**src/rtl/scan_pkg.sv**
```systemverilog
package scan_pkg;
    typedef enum logic [1:0] {
        ST_IDLE  = 2'd0,
        ST_WAIT  = 2'd1,
        ST_FETCH = 2'd2
    } walk_state_t;
endpackage

```
**src/rtl/scan_size_unpack.sv**
```systemverilog
module scan_size_unpack #(
    parameter int CNT_W = 10
) (
    input  logic [3*CNT_W-1:0] size_word,
    output logic [CNT_W-1:0]   width_last,
    output logic [CNT_W-1:0]   height_last,
    output logic [CNT_W-1:0]   modulo
);
    localparam int NFLD = 3;
    logic [CNT_W-1:0] fld [NFLD];

    for (genvar f = 0; f < NFLD; f++) begin : g_fld
        assign fld[f] = size_word[f*CNT_W +: CNT_W];
    end

    assign width_last  = fld[0];
    assign height_last = fld[1];
    assign modulo      = fld[2];
endmodule

```
**src/rtl/scan_shadow.sv**
```systemverilog
module scan_shadow #(
    parameter int ADDR_W = 24,
    parameter int CNT_W  = 10
) (
    input  logic              clk,
    input  logic              rst_n,
    input  logic              win_start,
    input  logic              interlaced,
    input  logic [ADDR_W-1:0] long_base,
    input  logic [ADDR_W-1:0] short_base,
    input  logic [CNT_W-1:0]  width_in,
    input  logic [CNT_W-1:0]  height_in,
    input  logic [CNT_W-1:0]  mod_in,
    output logic [ADDR_W-1:0] base_q,
    output logic [CNT_W-1:0]  width_q,
    output logic [CNT_W-1:0]  height_q,
    output logic [CNT_W-1:0]  mod_q,
    output logic              short_sel_q
);
    logic field_nxt;

    always_ff @(posedge clk) begin
        if (!rst_n) begin
            base_q      <= '0;
            width_q     <= '0;
            height_q    <= '0;
            mod_q       <= '0;
            short_sel_q <= 1'b0;
            field_nxt   <= 1'b0;
        end else if (win_start) begin
            base_q      <= (interlaced && field_nxt) ? short_base : long_base;
            short_sel_q <= interlaced && field_nxt;
            field_nxt   <= interlaced ? ~field_nxt : 1'b0;
            width_q     <= width_in;
            height_q    <= height_in;
            mod_q       <= mod_in;
        end
    end


    base_hold_chk: assert property (@(posedge clk) disable iff (!rst_n)
        !win_start |=> ($stable(base_q) && $stable(width_q) && $stable(mod_q)));


    flat_long_chk: assert property (@(posedge clk) disable iff (!rst_n)
        (win_start && !interlaced) |=> !short_sel_q);
endmodule

```
**src/rtl/scan_walker.sv**
```systemverilog
module scan_walker
    import scan_pkg::*;
#(
    parameter int ADDR_W = 24,
    parameter int CNT_W  = 10
) (
    input  logic              clk,
    input  logic              rst_n,
    input  logic              win_start,
    input  logic              line_start,
    input  logic [ADDR_W-1:0] base,
    input  logic [CNT_W-1:0]  width_last,
    input  logic [CNT_W-1:0]  height_last,
    input  logic [CNT_W-1:0]  modulo,
    output logic              fetch_valid,
    output logic [ADDR_W-1:0] fetch_addr
);
    walk_state_t       state, nstate;
    logic [ADDR_W-1:0] cur_addr;
    logic [ADDR_W-1:0] next_line;
    logic [CNT_W-1:0]  wcnt;
    logic [CNT_W-1:0]  lcnt;
    logic              line_end;

    assign line_end = (wcnt == width_last);

    always_comb begin
        nstate = state;
        unique case (state)
            ST_IDLE:  nstate = win_start ? ST_WAIT : ST_IDLE;
            ST_WAIT:  nstate = win_start ? ST_WAIT :
                               (line_start ? ST_FETCH : ST_WAIT);
            ST_FETCH: begin
                if (win_start)
                    nstate = ST_WAIT;
                else if (line_end)
                    nstate = (lcnt == height_last) ? ST_IDLE : ST_WAIT;
                else
                    nstate = ST_FETCH;
            end
            default:  nstate = ST_IDLE;
        endcase
    end

    always_ff @(posedge clk) begin
        if (!rst_n)
            state <= ST_IDLE;
        else
            state <= nstate;
    end

    always_ff @(posedge clk) begin
        if (!rst_n) begin
            cur_addr  <= '0;
            next_line <= '0;
            wcnt      <= '0;
            lcnt      <= '0;
        end else if (win_start) begin
            wcnt <= '0;
            lcnt <= '0;
        end else begin
            unique case (state)
                ST_WAIT: begin
                    if (line_start) begin
                        cur_addr <= (lcnt == '0) ? base : next_line;
                        wcnt     <= '0;
                    end
                end
                ST_FETCH: begin
                    if (line_end) begin
                        next_line <= cur_addr + ADDR_W'(modulo);
                        lcnt      <= lcnt + CNT_W'(1);
                    end else begin
                        cur_addr <= cur_addr + ADDR_W'(1);
                        wcnt     <= wcnt + CNT_W'(1);
                    end
                end
                default: begin
                end
            endcase
        end
    end

    always_comb begin
        fetch_valid = (state == ST_FETCH);
        fetch_addr  = cur_addr;
    end


    addr_step_chk: assert property (@(posedge clk) disable iff (!rst_n)
        (fetch_valid && !win_start && !line_end) |=>
            (fetch_valid && fetch_addr == $past(fetch_addr) + ADDR_W'(1)));


    win_abort_chk: assert property (@(posedge clk) disable iff (!rst_n)
        win_start |=> !fetch_valid);


    idle_quiet_chk: assert property (@(posedge clk) disable iff (!rst_n)
        (state == ST_IDLE && !win_start) |=> !fetch_valid);


    no_overflow_chk: assert property (@(posedge clk) disable iff (!rst_n)
        fetch_valid |-> (wcnt <= width_last));
endmodule

```
**src/rtl/scan_addr_gen.sv**
```systemverilog
module scan_addr_gen #(
    parameter int ADDR_W = 24,
    parameter int CNT_W  = 10
) (
    input  logic               clk,
    input  logic               rst_n,
    input  logic               win_start,
    input  logic               line_start,
    input  logic               interlaced,
    input  logic [ADDR_W-1:0]  long_base,
    input  logic [ADDR_W-1:0]  short_base,
    input  logic [3*CNT_W-1:0] win_size,
    output logic               fetch_valid,
    output logic [ADDR_W-1:0]  fetch_addr
);
    logic [CNT_W-1:0]  w_in, h_in, m_in;
    logic [CNT_W-1:0]  w_q, h_q, m_q;
    logic [ADDR_W-1:0] base_q;
    logic              short_sel;

    scan_size_unpack #(.CNT_W(CNT_W)) u_unpack (
        .size_word   (win_size),
        .width_last  (w_in),
        .height_last (h_in),
        .modulo      (m_in)
    );

    scan_shadow #(.ADDR_W(ADDR_W), .CNT_W(CNT_W)) u_shadow (
        .clk         (clk),
        .rst_n       (rst_n),
        .win_start   (win_start),
        .interlaced  (interlaced),
        .long_base   (long_base),
        .short_base  (short_base),
        .width_in    (w_in),
        .height_in   (h_in),
        .mod_in      (m_in),
        .base_q      (base_q),
        .width_q     (w_q),
        .height_q    (h_q),
        .mod_q       (m_q),
        .short_sel_q (short_sel)
    );

    scan_walker #(.ADDR_W(ADDR_W), .CNT_W(CNT_W)) u_walker (
        .clk         (clk),
        .rst_n       (rst_n),
        .win_start   (win_start),
        .line_start  (line_start),
        .base        (base_q),
        .width_last  (w_q),
        .height_last (h_q),
        .modulo      (m_q),
        .fetch_valid (fetch_valid),
        .fetch_addr  (fetch_addr)
    );


    reset_quiet_chk: assert property (@(posedge clk)
        !rst_n |=> !fetch_valid);


    field_alt_chk: assert property (@(posedge clk) disable iff (!rst_n)
        (win_start && interlaced && short_sel) |=> !short_sel);
endmodule

```
**config.mk**
```make
export PLATFORM = sky130hd
export DESIGN_NAME = scan_addr_gen
export DESIGN_NICKNAME = d
export VERILOG_FILES = /design/src/rtl/scan_pkg.sv /design/src/rtl/scan_size_unpack.sv /design/src/rtl/scan_shadow.sv /design/src/rtl/scan_walker.sv /design/src/rtl/scan_addr_gen.sv
export SDC_FILE = /design/constraint.sdc
export NUM_CORES = 1
export LEC_CHECK = 0
export BUFFER_PORTS_ARGS = -buffer_cell sky130_fd_sc_hd__buf_4
export CAP_MARGIN = 30
export CORE_MARGIN = 2
export CORE_UTILIZATION = 45
export CTS_CLUSTER_DIAMETER = 150
export CTS_CLUSTER_SIZE = 25
export DETAILED_ROUTE_END_ITERATION = 10
export MAX_ROUTING_LAYER = met4
export PLACE_DENSITY = 0.68
export SYNTH_ARGS = -nofsm -noshare
export SYNTH_HDL_FRONTEND = slang
export SYNTH_SLANG_ARGS = --single-unit
```
**constraint.sdc**
```tcl
create_clock -name clk -period 3.1 [get_ports clk]
set_input_delay 0.93 -clock clk [delete_from_list [all_inputs] [get_ports clk]]
set_output_delay 0.93 -clock clk [all_outputs]
set_load 0.02 [all_outputs]
```
==> summary.md, run 1 <==
| Metric | Value |
|---|---|
| RSZ-0062 raised after global routing | false |
| Reg clk slew, reported paths | 0.05 ns |
| Final core utilization | 56.3% |
| F_max | 368 MHz |
| Largest net degree at the start of global routing | 53 |
| CTS tree | done |
| Maximum ir drop on the vdd rail | 0.371 mV |
| Sequential fraction of the synthesis area | 37.3% |
| # clock sinks | 125 |
| Clk_skew | 0.00403 ns |
| # hold bufs at CTS | 0 |
| Setup crit start | u_walker.fetch_addr[0]$_SDFFE_PN0P_ |
| CTS buffer count | 17 |
| Power, Total | 4.12 mW |
| Crit path DAT | 3.03 ns |
| CP Launch Type | register |
| Register bit count reported by yosys | 125 |
| Syn. warnings | 0 |
| Antenna Nets Post-Route | 0 |
| Critical Path End Type | register |
| Worst Hold End | u_walker.next_line[3]$_SDFFE_PN0P_ |
| CTS resizes | 0 |
| Synth-to-layout area growth | 22.0% |
| Starting Density | 46.2% |
| Largest stage delay on the critical path | 0.41 ns |
| Critical Path, Cell by Cell | ha_1, fa_1, a21o_1, a221o_1, a41oi_2, nor3_1, xnor2_1, a211oi_1 |
| Final Hold Viols | 0 |
| FFs w/ async S/R, synth | 0% |
| Count of boundary I/O pins | 108 |
| Worst R2R End | u_walker.next_line[20]$_SDFFE_PN0P_ |
| Worst R2R Path Depth | 8 |
| Main synth FF type | dfxtp_1 |
| CTS max path bufs | 2 |
| Post-synth EDFFs | 0 |
| DPL Wire Length | 13100 um |
| Gr usage total | 24.5% |
| Share of cells above drive strength 1 | 18.4% |
| Worst min path class | register to register |
| Net Count, Synth | 940 |
| GRT Residual Overflow | 0 |
| Hold Startpoint | u_walker.next_line[3]$_SDFFE_PN0P_ |
| Routed WL | 18700 um |
| Initial drt markers | 450 |
| CP max FO | 8 |
| Crit path setup slack, layout | 0.382 ns |
| DR vias | 6447 |
| Gpl congestion | 0.888 |
| Mean post-synth cell area | 7.97 sq um |
| Share of the synthesized area in the top cell type | 37.3% |
| Ant diodes | 0 |
| Fin Hold WS | 0.453 ns |
| Fin nets | 1021 |
| Clk_lat worst skew | 0.42 ns |
| Mapped Area | 6710 sq um |
| Yosys cell types | 65 |
| First-pass GRT wire length | 30600 um |
| Wire per inst | 16.7 um |
| Post-CTS Setup Repair Bufs | 0 |
| Die width | 126 um |
| Final period utilization | 87.7% |
| Vias per cell | 5.77 |
| Crit-path slowest cell | fa_1 |
| Fin crit period | 2.72 ns |
| WHS Path Cells | 2 |
| PortBufs | 107 |
| Max Slew Vio Count | 0 |
| Vias in the first global route | 6134 |
| Area of the core | 14500 sq um |
| Status | completed |
| Worst r2r src | u_walker.fetch_addr[0]$_SDFFE_PN0P_ |
| Worst Path Required | 3.41 ns |
| DRT Pass-1 Iters | 5 |
| Post-synth top area cell | dfxtp_1 |
| Drc violations | 0 |
| Initial antenna violation count | 0 |
| P_leak | 3.33 nW |
| Power density cells | 503 nW/um^2 |
| H-tree depth | 4 |
| Worst setup path class | register to register |
| Die Ht | 126 um |
| Setup WS pre-CTS | 0.492 ns |
| Synth Instances | 842 |
| Setup Viol. Count Final | 0 |
| Max_cap viols | 0 |
| Die ar. | 15900 sq um |
| Slew HR | 52.8% |
| # rows | 44 |
| Post-route setup TNS | 0 ns |
| Worst Max-Slew Pin Slew | 0.707 ns |
| Root Buffer | clkbuf_16 |
| Reg2Reg Setup Slack | 0.38 ns |
| Fillers | 1381 |
| Top post-synthesis cells by area | dfxtp_1, nand2_1, nor2_1, mux2i_1, a21oi_1 |
[layer usage]
metal,vias to the layer above,part of all wire [%],GRT usage [%]
met1,3014,43,29.1
met2,243,49,40.8
li1,3160,-,-
met5,-,0,-
met4,0,2.6,9.57
met3,30,5.8,4.93
[cells in the mapped netlist, drive strengths merged (2+ instances only)]
master	instances
a311oi	28
clkbuf	42
o21bai	2
a211oi	12
nand4	21
and2	2
nand3	41
o211ai	5
o21ai	32
nand3b	2
o32ai	3
buf	22
or2	3
a21oi	59
nor2	113
and3	6
nand2b	5
o2111ai	5
mux2i	37
inv	10
xor2	32
nor2b	2
xnor2	19
nor4	7
a21o	3
ha	14
nand2	120
a41oi	3
and4	4
dfxtp	125
or3	6
o31ai	2
o22ai	8
a31oi	10
nor3	20
[flip-flops by register name, indices dropped and copies added (netlist names)]
register             flops
u_walker.state           2
u_walker.wcnt           10
u_walker.lcnt           10
u_shadow.field_nxt       1
u_walker.next_line      24
u_shadow.height_q       10
u_walker.fetch_addr     24
u_shadow.width_q        10
u_shadow.base_q         24
u_shadow.mod_q          10
[final cells by class]
class	instances	area, sq um	share of cell area, %
clock buffer	22	474	5.79
multi-input combinational	643	3870	47.2
tap	184	230	2.81
timing repair buffer	126	958	11.7
sequential	125	2500	30.6
inverter	10	37.5	0.459
clock inverter	8	115	1.41
[report_power, final]
group	internal, mW	leakage, nW	switching, mW
clock network	1.31	0.295	0.696
logic	0.185	2.01	0.210
registers	1.67	1.02	0.0500
total	3.16	3.33	0.955
[critical path, delay by kind of cell (launching register included)]
family	cells	cell delay [ns]
compound gates	4	1.29
fa+ha+maj	2	0.66
flops	1	0.38
xor+xnor	1	0.14
simple gates	1	0.13
[layout by cell type, fill, tap and decap left out, drive strengths merged, types with 3 or more instances in the layout]
cell,count
nand2,120
a41oi,3
o211ai,5
a211oi,12
dfxtp,125
clkbuf,22
xnor2,19
nor4,7
ha,14
and3,6
and4,4
nor2,113
nor3,20
a21o,3
bufinv,3
a31oi,10
o2111ai,5
nand4,21
a21oi,59
mux2i,37
a311oi,28
or2,3
clkinv,5
o22ai,8
o32ai,3
o21ai,32
buf,126
inv,10
xor2,32
nand2b,5
or3,6
nand3,41
[kinds of logic (layout without fill, tap and decap cells)]
| family | Yosys count | in the layout | share of synthesized area, % |
|---|---|---|---|
| and+or+nand+nor | 356 | 356 | 24.2 |
| AOI/OAI and AO/OA | 183 | 183 | 18.2 |
| DFF | 125 | 125 | 37.3 |
| buffers and inverters | 74 | 166 | 5.07 |
| xor gates and xnor gates | 51 | 51 | 6.66 |
| muxes | 38 | 38 | 5.69 |
| adders and majority gates | 15 | 15 | 2.91 |
[per-stage QoR]
step	area, sq um	instances
after floorplan	6710	842
after global placement	7590	1088
after detailed placement	7590	1088
after CTS	8180	1118
after global routing	8180	1118
final	8180	1118
[worst max-delay path by stage]
stage	to	slack (ns)	depth (start not counted)
6_report	u_walker.next_line[20]$_SDFFE_PN0P_	0.38	8
5_1_grt	u_walker.next_line[20]$_SDFFE_PN0P_	0.20	8
4_1_cts	u_walker.next_line[20]$_SDFFE_PN0P_	0.40	8
3_5_place_dp	u_walker.next_line[20]$_SDFFE_PN0P_	0.49	8
3_3_place_gp	u_walker.next_line[16]$_SDFFE_PN0P_	0.54	8
2_1_floorplan	u_walker.next_line[20]$_SDFFE_PN0P_	0.66	8
Power figures use the tool's default switching activity.
==> run 2, diff against run 1 <==
--- a/config.mk
+++ b/config.mk
@@ -13,7 +13,7 @@
 export CTS_CLUSTER_SIZE = 25
 export DETAILED_ROUTE_END_ITERATION = 10
 export MAX_ROUTING_LAYER = met4
-export PLACE_DENSITY = 0.68
+export PLACE_DENSITY = 0.7
 export SYNTH_ARGS = -nofsm -noshare
 export SYNTH_HDL_FRONTEND = slang
 export SYNTH_SLANG_ARGS = --single-unit
==> constraint.sdc (replaced) <==
create_clock -name clk -period 2.3 [get_ports clk]
set_input_delay 0.69 -clock clk [delete_from_list [all_inputs] [get_ports clk]]
set_output_delay 0.69 -clock clk [all_outputs]
set_load 0.02 [all_outputs]
==> summary.md, run 2 (synthesized netlist as in run 1, its figures left out) <==
| Metric | Value |
|---|---|
| P_int | 4.36 mW (was 3.16 mW) |
| Count of boundary I/O pins | 108 (unchanged) |
| Post-route setup TNS | -0.0225 ns (was 0 ns) |
| CTS max path bufs | 2 (unchanged) |
| CTS tree | done (unchanged) |
| Switch share | 24.1% (was 23.2%) |
| Final period utilization | 101% (was 87.7%) |
| Crit path DAT | 2.65 ns (was 3.03 ns) |
| Clk_lat worst skew | 0.42 ns (about the same) |
| Area of the core | 14500 sq um (unchanged) |
| Slew HR | 56.2% (was 52.8%) |
| # clock sinks | 125 (unchanged) |
| Gpl congestion | 0.947 (was 0.888) |
| Most common library cell in the layout ignoring fill and taps | buf_4 |
| Fillers | 1336 (was 1381) |
| Vias per cell | 5.75 (was 5.77) |
| # rows | 44 (unchanged) |
| Final Hold Viols | 0 (unchanged) |
| Die ar. | 15900 sq um (unchanged) |
| Fin nets | 1055 (was 1021) |
| Die width | 126 um (unchanged) |
| Max_cap viols | 0 (unchanged) |
| Wire per inst | 17.0 um (was 16.7 um) |
| Root Buffer | clkbuf_16 (unchanged) |
| Initial drt markers | 573 (was 450) |
| Reg2Reg Setup Slack | -0.02 ns (was 0.38 ns) |
| Worst min path class | register to register (unchanged) |
| Die Ht | 126 um (unchanged) |
| Power density cells | 666 nW/um^2 (was 503 nW/um^2) |
| Maximum ir drop on the vdd rail | 0.586 mV (was 0.371 mV) |
| CP max FO | 6 (was 8) |
| Antenna Nets Post-Route | 0 (unchanged) |
| DR vias | 6640 (was 6447) |
| GRT Residual Overflow | 0 (unchanged) |
| Starting Density | 46.2% (unchanged) |
| H-tree depth | 4 (unchanged) |
| Final core utilization | 59.3% (was 56.3%) |
| Clock network fraction of total power | 49.5% (was 48.8%) |
| Share of cells above drive strength 1 | 23.2% (was 18.4%) |
| DPL Wire Length | 13500 um (was 13100 um) |
| Fin Hold WS | 0.459 ns (was 0.453 ns) |
| DRT Pass-1 Iters | 6 (was 5) |
| RSZ-0062 raised after global routing | true (was false) |
| Initial antenna violation count | 0 (unchanged) |
| Critical Path End Type | register (unchanged) |
| Commonest non-fill, non-tap cells in the layout | buf_4, dfxtp_1, nand2_1 (unchanged) |
| Max Slew Vio Count | 0 (unchanged) |
| Gr usage total | 25.2% (was 24.5%) |
| Drc violations | 0 (unchanged) |
| Worst setup path class | register to register (unchanged) |
| CTS buffer count | 17 (unchanged) |
| Setup Viol. Count Final | 1 (was 0) |
| Routed WL | 19600 um (was 18700 um) |
| Worst Max-Slew Pin Slew | 0.657 ns (was 0.707 ns) |
| First-pass GRT wire length | 31400 um (was 30600 um) |
| Worst Path Required | 2.63 ns (was 3.41 ns) |
| Power, Total | 5.74 mW (was 4.12 mW) |
| Reg clk slew, reported paths | 0.06 ns (was 0.05 ns) |
| Crit path setup slack, layout | -0.0225 ns (was 0.382 ns) |
| F_max | 431 MHz (was 368 MHz) |
| P_sw | 1.38 mW (was 955 uW) |
| Sequential share of power | 40.1% (was 41.7%) |
| Largest net degree at the start of global routing | 62 (was 53) |
| PortBufs | 107 (unchanged) |
| P_leak | 3.53 nW (was 3.33 nW) |
| Ant diodes | 0 (unchanged) |
| Fin crit period | 2.32 ns (was 2.72 ns) |
| Gate power share | 10.4% (was 9.6%) |
| Clk_skew | 0.00778 ns (was 0.00403 ns) |
| Synth-to-layout area growth | 28.6% (was 22.0%) |
| CP Launch Type | register (unchanged) |
| # hold bufs at CTS | 0 (unchanged) |
| Vias in the first global route | 6375 (was 6134) |
| Failing checks | setup timing |
| Status | finished with violations (was completed) |
## run 2: cell types whose count changed in the layout (fill, tap and decap cells not counted), sizes merged
cell      before  now
clkinvlp       0    4
bufinv         3    4
buf          126  159
clkbuf        22   19
inv           10   11
## run 2: repair_timing
item | CTS | global route
cloned | 0 | 1
buffers inserted | 2 | 0
resized for setup | 4 | 13
pin swaps | 4 | 9
endpoints found under the setup margin | 5 | 23
## run 2: final timing paths
| check | from | to | cells after the start |
|---|---|---|---|
| max | u_walker.fetch_addr[0]$_SDFFE_PN0P_ | u_walker.next_line[14]$_SDFFE_PN0P_ | 8 |
| min | u_walker.next_line[1]$_SDFFE_PN0P_ | u_walker.next_line[1]$_SDFFE_PN0P_ | 2 |
| max reg2reg | u_walker.fetch_addr[0]$_SDFFE_PN0P_ | u_walker.next_line[14]$_SDFFE_PN0P_ | 8 |
| min reg2reg | u_walker.next_line[1]$_SDFFE_PN0P_ | u_walker.next_line[1]$_SDFFE_PN0P_ | 2 |
## run 2: power by group through the flow
stage / combinational [mW] / clock, mW / sequential [mW]
2_1_floorplan: 0.323 / 0 / 2.34
3_3_place_gp: 0.577 / 0 / 2.35
3_5_place_dp: 0.582 / 0 / 2.35
4_1_cts: 0.588 / 2.89 / 2.30
5_1_grt: 0.652 / 2.99 / 2.31
6_report: 0.597 / 2.84 / 2.30
## run 2: per-stage QoR
stage	area [sq um]	setup WS, ns	instances
CTS	8560	-0.0264	1153
detailed placement	7900	0.00330	1119
finish	8630	-0.0225	1154
global route	8630	-0.0574	1154
global placement	7900	0.0252	1119
floorplan	6740	0.0228	842
## run 2: metal layers
| metal | routed length, um | GRT usage, % | vias up |
|---|---|---|---|
| met5 | 0 | - | - |
| met4 | 567 | 11.1 | 0 |
| met3 | 1230 | 5.73 | 43 |
| met2 | 9580 | 40.7 | 259 |
| met1 | 8200 | 30.1 | 3104 |
| li1 | - | - | 3234 |
## run 2: critical path, cell delays in order (launching register included)
cell      delay (ns)
dfxtp_4         0.35
ha_4            0.16
fa_2            0.36
a21o_1          0.18
a221o_1         0.38
a41oi_4         0.30
buf_6           0.16
o21ai_2         0.05
a311oi_1        0.29
## run 2: final cells by class
class	instances	area, sq um	area share (%)
Clock inverter	14	191	2.22
Tap cell	184	230	2.67
Clock buffer	18	439	5.09
Timing Repair Buffer	160	1280	14.9
Sequential cell	125	2510	29.1
Inverter	10	37.5	0.435
Multi-Input combinational cell	643	3940	45.6
==> run 3, diff against run 2 <==
--- a/config.mk
+++ b/config.mk
@@ -5,6 +5,7 @@
 export SDC_FILE = /design/constraint.sdc
 export NUM_CORES = 1
 export LEC_CHECK = 0
+export ABC_AREA = 1
 export BUFFER_PORTS_ARGS = -buffer_cell sky130_fd_sc_hd__buf_4
 export CAP_MARGIN = 30
 export CORE_MARGIN = 2
==> summary.md, run 3 <==
| Metric | Value |
|---|---|
| Post-route cell area | 9160 sq um (was 8630 sq um) |
| DR vias | 8071 (was 6640) |
| Largest stage delay on the critical path | 0.52 ns (was 0.38 ns) |
| Final Hold Viols | 0 (unchanged) |
| Share of the synthesized area in the top cell type | 33.5% (was 37.3%) |
| Fin nets | 1442 (was 1055) |
| Die Ht | 133 um (was 126 um) |
| Register bit count reported by yosys | 125 (unchanged) |
| Post-CTS Setup Repair Bufs | 0 (was 2) |
| Maximum ir drop on the vdd rail | 0.511 mV (was 0.586 mV) |
| Vias in the first global route | 7134 (was 6375) |
| Synth-to-layout area growth | 22.6% (was 28.6%) |
| Status | completed (was finished with violations) |
| Synth Area in Simple Gates | 40.9% (was 24.2%) |
| Power, Total | 5.51 mW (was 5.74 mW) |
| Post-synth EDFFs | 0 (unchanged) |
| Final cell count without fillers | 1575 (was 1154) |
| Routed WL | 22000 um (was 19600 um) |
| CP Launch Type | register (unchanged) |
| Mean post-synth cell area | 6.04 sq um (was 7.97 sq um) |
| Synth Instances | 1236 (was 842) |
| CTS buffer count | 17 (unchanged) |
| Commonest non-fill, non-tap cells in the layout | nand2_1, nor2_1, buf_4 (was buf_4, dfxtp_1, nand2_1) |
| Reg clk slew, reported paths | 0.05 ns (was 0.06 ns) |
| RSZ-0062 raised after global routing | false (was true) |
| Final core utilization | 55.8% (was 59.3%) |
| Most common library cell in the layout ignoring fill and taps | nand2_1 (was buf_4) |
| Clk_skew | 0.00607 ns (was 0.00778 ns) |
| Root Buffer | clkbuf_16 (unchanged) |
| Critical Path End Type | register (unchanged) |
| Gate power share | 12.5% (was 10.4%) |
| Most common cell in the netlist | nand2_1 (was dfxtp_1) |
| Multi-input gate area | 4250 sq um (was 3940 sq um) |
| Post-route setup TNS | 0 ns (was -0.0225 ns) |
| Worst setup path class | register to register (unchanged) |
| Crit-path slowest cell | dfxtp_1 (was a221o_1) |
| Max Slew Vio Count | 0 (unchanged) |
| Placed insts | 1545 (was 1119) |
| PortBufs | 107 (unchanged) |
| Main combinational cell family by area after synthesis | simple AND/OR/NAND/NOR gates (unchanged) |
| Gpl congestion | 0.957 (was 0.947) |
| FF/Latch Area | 2500 sq um (was 2510 sq um) |
| Fin crit period | 2.07 ns (was 2.32 ns) |
| Sequential fraction of the synthesis area | 33.5% (was 37.3%) |
| H-tree depth | 4 (unchanged) |
| Worst min path class | register to register (unchanged) |
| Die ar. | 17600 sq um (was 15900 sq um) |
| Drc violations | 0 (unchanged) |
| Compound-Gate Fraction of Synth Area | 10.5% (was 18.2%) |
| Die width | 133 um (was 126 um) |
| Worst Max-Slew Pin Slew | 0.435 ns (was 0.657 ns) |
| Initial drt markers | 634 (was 573) |
| First-pass GRT wire length | 36200 um (was 31400 um) |
| Yosys cell types | 36 (was 65) |
| Setup WS pre-CTS | 0.266 ns (was 0.00330 ns) |
| Gr usage total | 26.2% (was 25.2%) |
| Sequential share of power | 42.2% (was 40.1%) |
| Area of the core | 16400 sq um (was 14500 sq um) |
| Fillers | 1653 (was 1336) |
| Max_cap viols | 0 (unchanged) |
| CP max FO | 7 (was 6) |
| # rows | 47 (was 44) |
| Area after DPL | 8630 sq um (was 7900 sq um) |
| CP most frequent cell | nor2_1 |
| Largest net degree at the start of global routing | 51 (was 62) |
| # clock sinks | 125 (unchanged) |
| Reg2Reg Setup Slack | 0.23 ns (was -0.02 ns) |
| Antenna Nets Post-Route | 0 (unchanged) |
| Critical Path, Cell by Cell | ha_1, nand2_1, nor2_1, nand3_1, inv_1, nand3_1, nand2_1, nand2_1, nor2_1, nor2_1, nor2_1 (was ha_4, fa_2, a21o_1, a221o_1, a41oi_4, buf_6, o21ai_2, a311oi_1) |
| F_max | 484 MHz (was 431 MHz) |
| P_int | 4.07 mW (was 4.36 mW) |
| Final period utilization | 89.8% (was 101%) |
| Share of cells above drive strength 1 | 13.1% (was 23.2%) |
| CTS max path bufs | 2 (unchanged) |
| Net Count, Synth | 1334 (was 940) |
| CTS tree | done (unchanged) |
| Switch share | 26.1% (was 24.1%) |
| FFs w/ async S/R, synth | 0% (unchanged) |
| Starting Density | 45.5% (was 46.2%) |
| Synth Area in XOR/XNOR | 2.81% (was 6.66%) |
| Post-synthesis adder-cell area fraction | 2.61% (was 2.91%) |
| P_sw | 1.44 mW (was 1.38 mW) |
| Commonest cells in the netlist | nand2_1, nor2_1, inv_1, dfxtp_1, nand3_1 (was dfxtp_1, nand2_1, nor2_1, a21oi_1, clkbuf_1) |
| Crit path DAT | 2.42 ns (was 2.65 ns) |
| Ant diodes | 0 (unchanged) |
| DRT Pass-1 Iters | 5 (was 6) |
| Worst Path Required | 2.65 ns (was 2.63 ns) |
| P_leak | 4.34 nW (was 3.53 nW) |
| Initial antenna violation count | 0 (unchanged) |
| Post-synth top area cell | dfxtp_1 (unchanged) |
| Power density cells | 601 nW/um^2 (was 666 nW/um^2) |
| GRT Residual Overflow | 0 (unchanged) |
| Slew HR | 70.9% (was 56.2%) |
| Count of boundary I/O pins | 108 (unchanged) |
| DPL Wire Length | 16200 um (was 13500 um) |
| Vias per cell | 5.12 (was 5.75) |
| Wire per inst | 14.0 um (was 17.0 um) |
| Clk_lat worst skew | 0.42 ns (about the same) |
| Fin Hold WS | 0.454 ns (was 0.459 ns) |
| Syn. warnings | 0 (unchanged) |
| Post-synthesis mux area share | 0% (was 5.69%) |
| Setup Viol. Count Final | 0 (was 1) |
| Clock network fraction of total power | 45.3% (was 49.5%) |
| Mapped Area | 7470 sq um (was 6710 sq um) |
| Main synth FF type | dfxtp_1 (unchanged) |
| # hold bufs at CTS | 0 (unchanged) |
| CTS resizes | 0 (was 4) |
| Top post-synthesis cells by area | dfxtp_1, nand2_1, nor2_1, nand3_1, inv_1 (was dfxtp_1, nand2_1, nor2_1, mux2i_1, a21oi_1) |
| Crit path setup slack, layout | 0.233 ns (was -0.0225 ns) |
[run 3: power groups by stage]
stage               clock, mW  combinational [mW]  sequential (mW)
floorplan                   0               0.370             2.38
global placement            0               0.680             2.36
detailed placement          0               0.682             2.37
CTS                      2.51               0.687             2.32
global route             2.60               0.775             2.33
finish                   2.49               0.691             2.32
[run 3: final timing paths]
kind | start | to | cells after the start
max | u_walker.fetch_addr[1]$_SDFFE_PN0P_ | u_walker.fetch_addr[16]$_SDFFE_PN0P_ | 11
min | u_shadow.base_q[7]$_SDFFE_PN0P_ | u_shadow.base_q[7]$_SDFFE_PN0P_ | 2
max reg2reg | u_walker.fetch_addr[1]$_SDFFE_PN0P_ | u_walker.fetch_addr[16]$_SDFFE_PN0P_ | 11
min reg2reg | u_shadow.base_q[7]$_SDFFE_PN0P_ | u_shadow.base_q[7]$_SDFFE_PN0P_ | 2
[run 3: area by class of cell]
cell class,count,area share [%]
multi-input cells,928,46.4
clock buffers,23,5.11
clock inverters,7,0.724
flip-flops and latches,125,27.3
well taps,220,3.00
repair buffers,137,11.9
inverters,135,5.53
[run 3: layer usage]
layer | track usage [%] | vias to the layer above | share of wire, %
li1 | - | 4128 | -
met1 | 38.6 | 3628 | 50
met2 | 35.6 | 285 | 40
met3 | 5.90 | 30 | 7.9
met4 | 7.35 | 0 | 1.6
met5 | - | - | 0
[run 3: kinds of logic after synthesis]
| logic type | count (synthesis) |
|---|---|
| AOI/OAI and AO/OA | 137 |
| xor gates and xnor gates | 24 |
| adders and majority gates | 15 |
| buffers and inverters | 183 |
| DFF | 125 |
| and+or+nand+nor | 752 |
[run 3: worst max-delay path, delay by kind of cell, from the launching register on]
family / cells / cell delay (ns)
and+or+nand+nor: 9 / 1.04
adders and majority gates: 1 / 0.24
DFF: 1 / 0.52
buffers and inverters: 1 / 0.19
